[src/rtl/wdsup_pkg.sv]
package wdsup_pkg;

   // counter width able to hold values 0 .. n-1
   function automatic int unsigned cnt_bits(input int unsigned n);
      return (n < 2) ? 1 : $clog2(n);
   endfunction

   function automatic int unsigned max_u(input int unsigned a, input int unsigned b);
      return (a > b) ? a : b;
   endfunction

   typedef enum logic {
      TO_SEL_SHORT = 1'b0,
      TO_SEL_LONG  = 1'b1
   } to_sel_e;

endpackage

[src/rtl/wdsup_edge_sync.sv]
module wdsup_edge_sync #(
   parameter int unsigned STAGES = 2
) (
   input  logic clk,
   input  logic clr,
   input  logic din,
   output logic edg_o
);
   // pipe[0..STAGES-1] synchronize, pipe[STAGES] holds previous synchronized value
   logic [STAGES:0] pipe;

   always_ff @(posedge clk) begin
      if (clr) pipe[0] <= 1'b0;
      else     pipe[0] <= din;
   end

   for (genvar gi = 1; gi <= STAGES; gi++) begin : g_stage
      always_ff @(posedge clk) begin
         if (clr) pipe[gi] <= 1'b0;
         else     pipe[gi] <= pipe[gi-1];
      end
   end

   assign edg_o = pipe[STAGES] ^ pipe[STAGES-1];
endmodule

[src/rtl/wdsup_wd_timer.sv]
module wdsup_wd_timer
   import wdsup_pkg::*;
#(
   parameter int unsigned TO_SHORT = 1024,
   parameter int unsigned TO_LONG  = 4096
) (
   input  logic clk,
   input  logic hold,
   input  logic act_edge,
   input  logic wd_off,
   input  logic long_only,
   output logic expire_o
);
   localparam int unsigned CW = cnt_bits(TO_LONG);
   localparam logic [CW-1:0] LIM_SHORT = CW'(TO_SHORT - 1);
   localparam logic [CW-1:0] LIM_LONG  = CW'(TO_LONG - 1);

   logic [CW-1:0] cnt_q;
   logic          short_ok_q;
   to_sel_e       sel;
   logic [CW-1:0] lim;

   assign sel = (short_ok_q && !long_only) ? TO_SEL_SHORT : TO_SEL_LONG;
   assign lim = (sel == TO_SEL_SHORT) ? LIM_SHORT : LIM_LONG;

   // a transition in the expiring cycle wins over expiry
   assign expire_o = !hold && !act_edge && !wd_off && (cnt_q == lim);

   always_ff @(posedge clk) begin
      if (hold || act_edge || wd_off || expire_o) cnt_q <= '0;
      else                                        cnt_q <= cnt_q + 1'b1;
   end

   always_ff @(posedge clk) begin
      if (hold)          short_ok_q <= 1'b0;
      else if (act_edge) short_ok_q <= 1'b1;
   end
endmodule

[src/rtl/wdsup_rst_pulse.sv]
module wdsup_rst_pulse
   import wdsup_pkg::*;
#(
   parameter int unsigned PW_SHORT = 512,
   parameter int unsigned PW_LONG  = 2048
) (
   input  logic clk,
   input  logic hold,
   input  logic fire,
   input  logic long_sel,
   output logic active_o,
   output logic active_n_o
);
   localparam int unsigned CW = cnt_bits(max_u(PW_SHORT, PW_LONG));
   localparam logic [CW-1:0] END_SHORT = CW'(PW_SHORT - 1);
   localparam logic [CW-1:0] END_LONG  = CW'(PW_LONG - 1);

   logic [CW-1:0] cnt_q;
   logic          act_d;
   logic [CW-1:0] cnt_d;
   logic [CW-1:0] last;

   assign last = long_sel ? END_LONG : END_SHORT;

   always_comb begin
      act_d = active_o;
      cnt_d = cnt_q;
      if (hold || fire) begin
         act_d = 1'b1;
         cnt_d = '0;
      end else if (active_o) begin
         if (cnt_q >= last) act_d = 1'b0;
         else               cnt_d = cnt_q + 1'b1;
      end
   end

   always_ff @(posedge clk) begin
      cnt_q      <= cnt_d;
      active_o   <= act_d;
      active_n_o <= !act_d;
   end
endmodule

[src/rtl/wdog_rst_supervisor.sv]
module wdog_rst_supervisor #(
   parameter int unsigned TO_SHORT    = 1024,
   parameter int unsigned TO_LONG     = 4096,
   parameter int unsigned PW_SHORT    = 512,
   parameter int unsigned PW_LONG     = 2048,
   parameter int unsigned SYNC_STAGES = 2
) (
   input  logic clk,
   input  logic pwr_fail_req,
   input  logic wd_in,
   input  logic wd_disable,
   input  logic wd_long_only,
   input  logic pulse_long_sel,
   output logic rst_n_o,
   output logic rst_o,
   output logic wd_timeout_o
);
   if (TO_SHORT < 2 || TO_LONG < TO_SHORT) begin : g_bad_timeout
      $error("timeout lengths must satisfy 2 <= TO_SHORT <= TO_LONG");
   end
   if (PW_SHORT < 1 || PW_LONG < 1) begin : g_bad_width
      $error("pulse widths must be at least one clock");
   end
   if (SYNC_STAGES < 2) begin : g_bad_sync
      $error("synchronizer needs two or more stages");
   end

   logic act_edge;
   logic expire;
   logic pulse_active;
   logic wd_hold;
   logic flag_q;

   assign wd_hold = pwr_fail_req || pulse_active;

   wdsup_edge_sync #(.STAGES(SYNC_STAGES)) u_sync (
      .clk   (clk),
      .clr   (pwr_fail_req),
      .din   (wd_in),
      .edg_o (act_edge)
   );

   wdsup_wd_timer #(.TO_SHORT(TO_SHORT), .TO_LONG(TO_LONG)) u_timer (
      .clk       (clk),
      .hold      (wd_hold),
      .act_edge  (act_edge),
      .wd_off    (wd_disable),
      .long_only (wd_long_only),
      .expire_o  (expire)
   );

   wdsup_rst_pulse #(.PW_SHORT(PW_SHORT), .PW_LONG(PW_LONG)) u_pulse (
      .clk        (clk),
      .hold       (pwr_fail_req),
      .fire       (expire),
      .long_sel   (pulse_long_sel),
      .active_o   (pulse_active),
      .active_n_o (rst_n_o)
   );

   always_ff @(posedge clk) begin
      flag_q <= expire;
   end

   assign rst_o        = pulse_active;
   assign wd_timeout_o = flag_q;
endmodule

[config.mk]
export PLATFORM = sky130hd
export DESIGN_NAME = wdog_rst_supervisor
export DESIGN_NICKNAME = d
export VERILOG_FILES = /design/src/rtl/wdsup_pkg.sv /design/src/rtl/wdsup_edge_sync.sv /design/src/rtl/wdsup_wd_timer.sv /design/src/rtl/wdsup_rst_pulse.sv /design/src/rtl/wdog_rst_supervisor.sv
export SDC_FILE = /design/constraint.sdc
export NUM_CORES = 1
export LEC_CHECK = 0
export ABC_AREA = 1
export BUFFER_PORTS_ARGS = -buffer_cell sky130_fd_sc_hd__clkbuf_2
export CAP_MARGIN = 20
export CORE_ASPECT_RATIO = 1.5
export CORE_UTILIZATION = 40
export DETAILED_ROUTE_END_ITERATION = 16
export HOLD_SLACK_MARGIN = 0.1
export PLACE_DENSITY_LB_ADDON = 0.05
export SLEW_MARGIN = 25
export SYNTH_ARGS = -nofsm -noshare
export SYNTH_HDL_FRONTEND = slang
export SYNTH_SLANG_ARGS = --single-unit
[constraint.sdc]
create_clock -name clk -period 2.3 [get_ports clk]
set_clock_uncertainty 0.2 [all_clocks]
set_input_delay 0.46 -clock clk [delete_from_list [all_inputs] [get_ports clk]]
set_output_delay 0.46 -clock clk [all_outputs]
set_load 0.05 [all_outputs]
# Yosys cells after proc, flatten, opt, wreduce, memory -nomap -nowiden
# Cells that the tools add are included.
# word_totals
register_bits	30
inputBits	6
word_cells	35
# op_classes
add_sub_neg	2
order_cmp	1
eq_ne	1
n_mux	5
bitwise	2
reduce_logical	15
# op_table
op	n
adder 12 x 1 -> 12 bit (second input constant)	1
== test 12 bit	1
two-way mux 12 bit	1
adder 11 x 1 -> 11 bit (second input constant)	1
greater-or-equal comparator 11 bit	1
two-way mux 11 bit	1
logical NOT 1 bit	5
logical OR 1 bit	5
logical AND 1 bit	4
two-way mux 1 bit	3
AND reduction 2 bit	1
NOT 1 bit	1
bitwise XOR 1 bit	1

# Logic depth before layout (Yosys ltp)
# depth
word_depth	8
mapped_depth	10
depth_no_buf	10

# Modules after synthesis
# Synthesis repeated with hierarchy kept, for this count alone.
# unflattened
cells_unflattened	222
area_unflattened_um2	1512.7
# modules_own_cells
mod	instances	cells_per_inst	area_each_um2
wdsup_rst_pulse	1	111	739.5
wdsup_wd_timer	1	94	644.4
wdsup_edge_sync	1	13	97.6
wdog_rst_supervisor	1	4	31.3

# Least setup slack after synthesis
# No wires, ideal clock.
# synth_timing
path_kind	in2reg
from	input pulse_long_sel
to	register u_pulse.cnt_q[2]
setup_time_ns	0.114
arrival_time_ns	1.523
t_required_ns	1.986
path_slack_ns	0.463
cell_stages	8
path_buffers	0
path_cell_list	inv_1 ha_1 a21oi_1 nand3_4 nor2_4 nand2_1 nand2_1 nor2_1
# synth_between
elab_chain_cells	4
# synth_lines
item	line_no	source
start: declaration	wdog_rst_supervisor.sv:13	input logic pulse_long_sel,
two-way mux 11 bit	wdsup_rst_pulse.sv:23	assign last = long_sel ? END_LONG : END_SHORT;
greater-or-equal comparator 11 bit	wdsup_rst_pulse.sv:32	if (cnt_q >= last) act_d = 1'b0;
NOT 1 bit (no source line)	n/a	
AND reduction 2 bit (no source line)	n/a	
end signal: assignment	wdsup_rst_pulse.sv:38	cnt_q <= cnt_d;
end: declaration	wdsup_rst_pulse.sv:18	logic [CW-1:0] cnt_q;
# Every way passes these cells.
# A chain may end at the register's enable or synchronous reset.

# Final worst setup path
# layout_timing
from	register u_pulse.active_o
to	output rst_o
# layout_lines
item	line_no	source
start: declaration	wdsup_rst_pulse.sv:11	output logic active_o,
start signal: assignment	wdsup_rst_pulse.sv:39	active_o <= act_d;
end: declaration	wdog_rst_supervisor.sv:15	output logic rst_o,
# No word-level cell between the ends.

==> flow_summary.ini <==
[setup_path]
path_class = reg -> out
cpLargestDelayFamily = flip-flops
crit_path_end_kind = primary output
arrival_ps = 1140
crit_slowest_cell = dfxtp_1
critical_path.max_stage_delay_ps = 520
cp_max_fo = 8
worst-path-buf-inv = 1
r2r_slack_ps = 510
worstSetupStartpoint = u_pulse.active_o$_DFF_P_
required_ps = 1640
worstPathCellList = clkbuf_2
worstSetupStartpointType = flip-flop
regToRegStartpoint = u_pulse.cnt_q[10]$_SDFFE_PP0P_

[logic_synthesis]
synth.cell_area_mm2 = 0.00149
synth_edf_count = 0
yosysSeqAreaShare = 0.402
avgSynthCellArea_um2 = 7.18
synthFlopType = dfxtp_1
synth_fp_nets = 218
ys_seq_elements = 30
async_reset_ff_frac = 0
ys_types = 23
ys.warnings.count = 0
postSynthCellCount = 208

[place]
port_buffers = 8
hpwl_mm = 2.15
place.gp.congestion = 0.803
preCtsSetupSlack_ps = 235

[pwr]
leakagePower_uw = 0.000744
power_uw = 1080
power.density_mw_per_mm2 = 641
ir_worst_vdd_uv = 415

[clock_network]
numCtsBuffers = 5
cts_resized = 0
ctsHoldBuffers = 0
clk-insertion-delay-late_ps = 270
cts-root-buf = clkbuf_8
path_clk_slew_ps = 60
cts_max_level = 2
cts_tree = done
clock_path_buffers = 2
cts_sinks = 30
cts_setup_buffers = 0

[drt]
detail_route.iter0.violations = 8
via_per_inst = 4.67
via_count = 1237
wirelength_mm = 2.74
drc = 0
ant_nets = 0
drt-pass1-iter-count = 4
wl_per_cell_um = 10.3

[global_routing]
grt_max_degree = 13
grt_pass1_wl_mm = 4.91
grt_pass1_vias = 1245
grt-ovfl-total = 0
track_usage = 0.164
antenna_found_initial = 0

[final_layout]
antenna_cells = 0
final_cell_mix = nand2_1 (52), nor2_1 (45), dfxtp_1 (30)
drive_gt1_frac = 0.139
regArea_um2 = 601
utilization = 0.485
layout_commonest_cell = nand2_1
multiInputGateArea_um2 = 774
areaGrowthSynthToFinish_pct = 13.0
nets = 232
fillers = 354

[timing]
slew_violations = 0
final.setup.tns_ps = 0
tightest_slew_ps = 399
hold_violations = 0
slew_headroom = 0.733
setup_viol_count_final = 0
period_needed_ps = 1800
fmax_mhz = 556
rsz0062_at_grt = false
period_share = 0.782
worst_slack_ps = 502

[floorplanning]
rows = 26
die_x_um = 51.9
coreArea_mm2 = 0.00348
io_pins = 9
start_util = 0.429
chipHeight_um = 76.8
die_area_mm2 = 0.00399

[status]
status = finished clean

[run]
drv_cap = 0

[worst_hold_path]
hp-class = in -> reg
hp-start = wd_in
==> cells by family (layout without fill, tap and decap cells) <==
family          after synthesis  count (layout)  synth area share
compound gates                8               8            0.0268
fa+ha+maj                     4               4            0.0335
xor+xnor                     10              10            0.0586
buf+inv                      30              45            0.0796
flops                        30              30             0.402
simple gates                126             126             0.400
==> final timing paths <==
path	end	cells past startpoint
worst min-delay path	u_sync.pipe[0]$_SDFF_PP0_	3
worst max register to register	u_pulse.cnt_q[2]$_SDFFE_PP0P_	7
worst max-delay path	rst_o	1
worst min register to register	u_sync.pipe[1]$_SDFF_PP0_	2
==> Yosys cell counts (2+ instances only) <==
master / number / area (um^2)
nor2_4: 2 / 22.5
nand2_1: 52 / 195
nand4_1: 2 / 12.5
xnor2_1: 5 / 43.8
nand3_1: 8 / 40.0
nor3_4: 2 / 32.5
xor2_1: 5 / 43.8
o21ai_0: 2 / 10.0
inv_1: 28 / 105
ha_1: 4 / 50.1
nand3_2: 4 / 40.0
nor2_2: 3 / 18.8
a21oi_1: 5 / 25.0
dfxtp_1: 30 / 601
nor3_1: 4 / 20.0
nor2_1: 45 / 169
==> state kept, by name, summed over array words and instances, names as in the netlist <==
| signal | count |
|---|---|
| u_timer.cnt_q | 12 |
| u_pulse.cnt_q | 11 |
| u_sync.pipe | 3 |
| u_pulse.active_n_o | 1 |
| u_pulse.active_o | 1 |
| u_timer.short_ok_q | 1 |
| wd_timeout_o | 1 |
==> area by class of cell <==
type | count | share of cell area
tap | 42 | 0.0311
inverter | 29 | 0.0660
clock inverter | 3 | 0.0237
multi-input combinational | 148 | 0.459
sequential | 30 | 0.356
clock buffer | 5 | 0.0408
timing repair buffer | 8 | 0.0237
==> where the power goes <==
part	internal, uW	switching (uW)
sequential	526	4.81
clock	318	198
combinational	14.4	20.7
total	859	223
==> metal layers <==
metal | global-route usage | part of all wire | up-vias
met5 | 0 | 0 | -
met2 | 0.315 | 0.56 | 11
met1 | 0.149 | 0.40 | 555
met3 | 0.0417 | 0.024 | 5
met4 | 0.0730 | 0.017 | 0
li1 | - | - | 666
==> per-stage QoR <==
step / area (um^2) / hold WS, ps / cells
floorplan: 1490 / 188 / 208
global placement: 1580 / 193 / 257
detailed placement: 1580 / 206 / 257
CTS: 1690 / 169 / 265
global route: 1690 / 173 / 265
finish: 1690 / 175 / 265
Note: power is estimated with default switching activity, not from simulation.
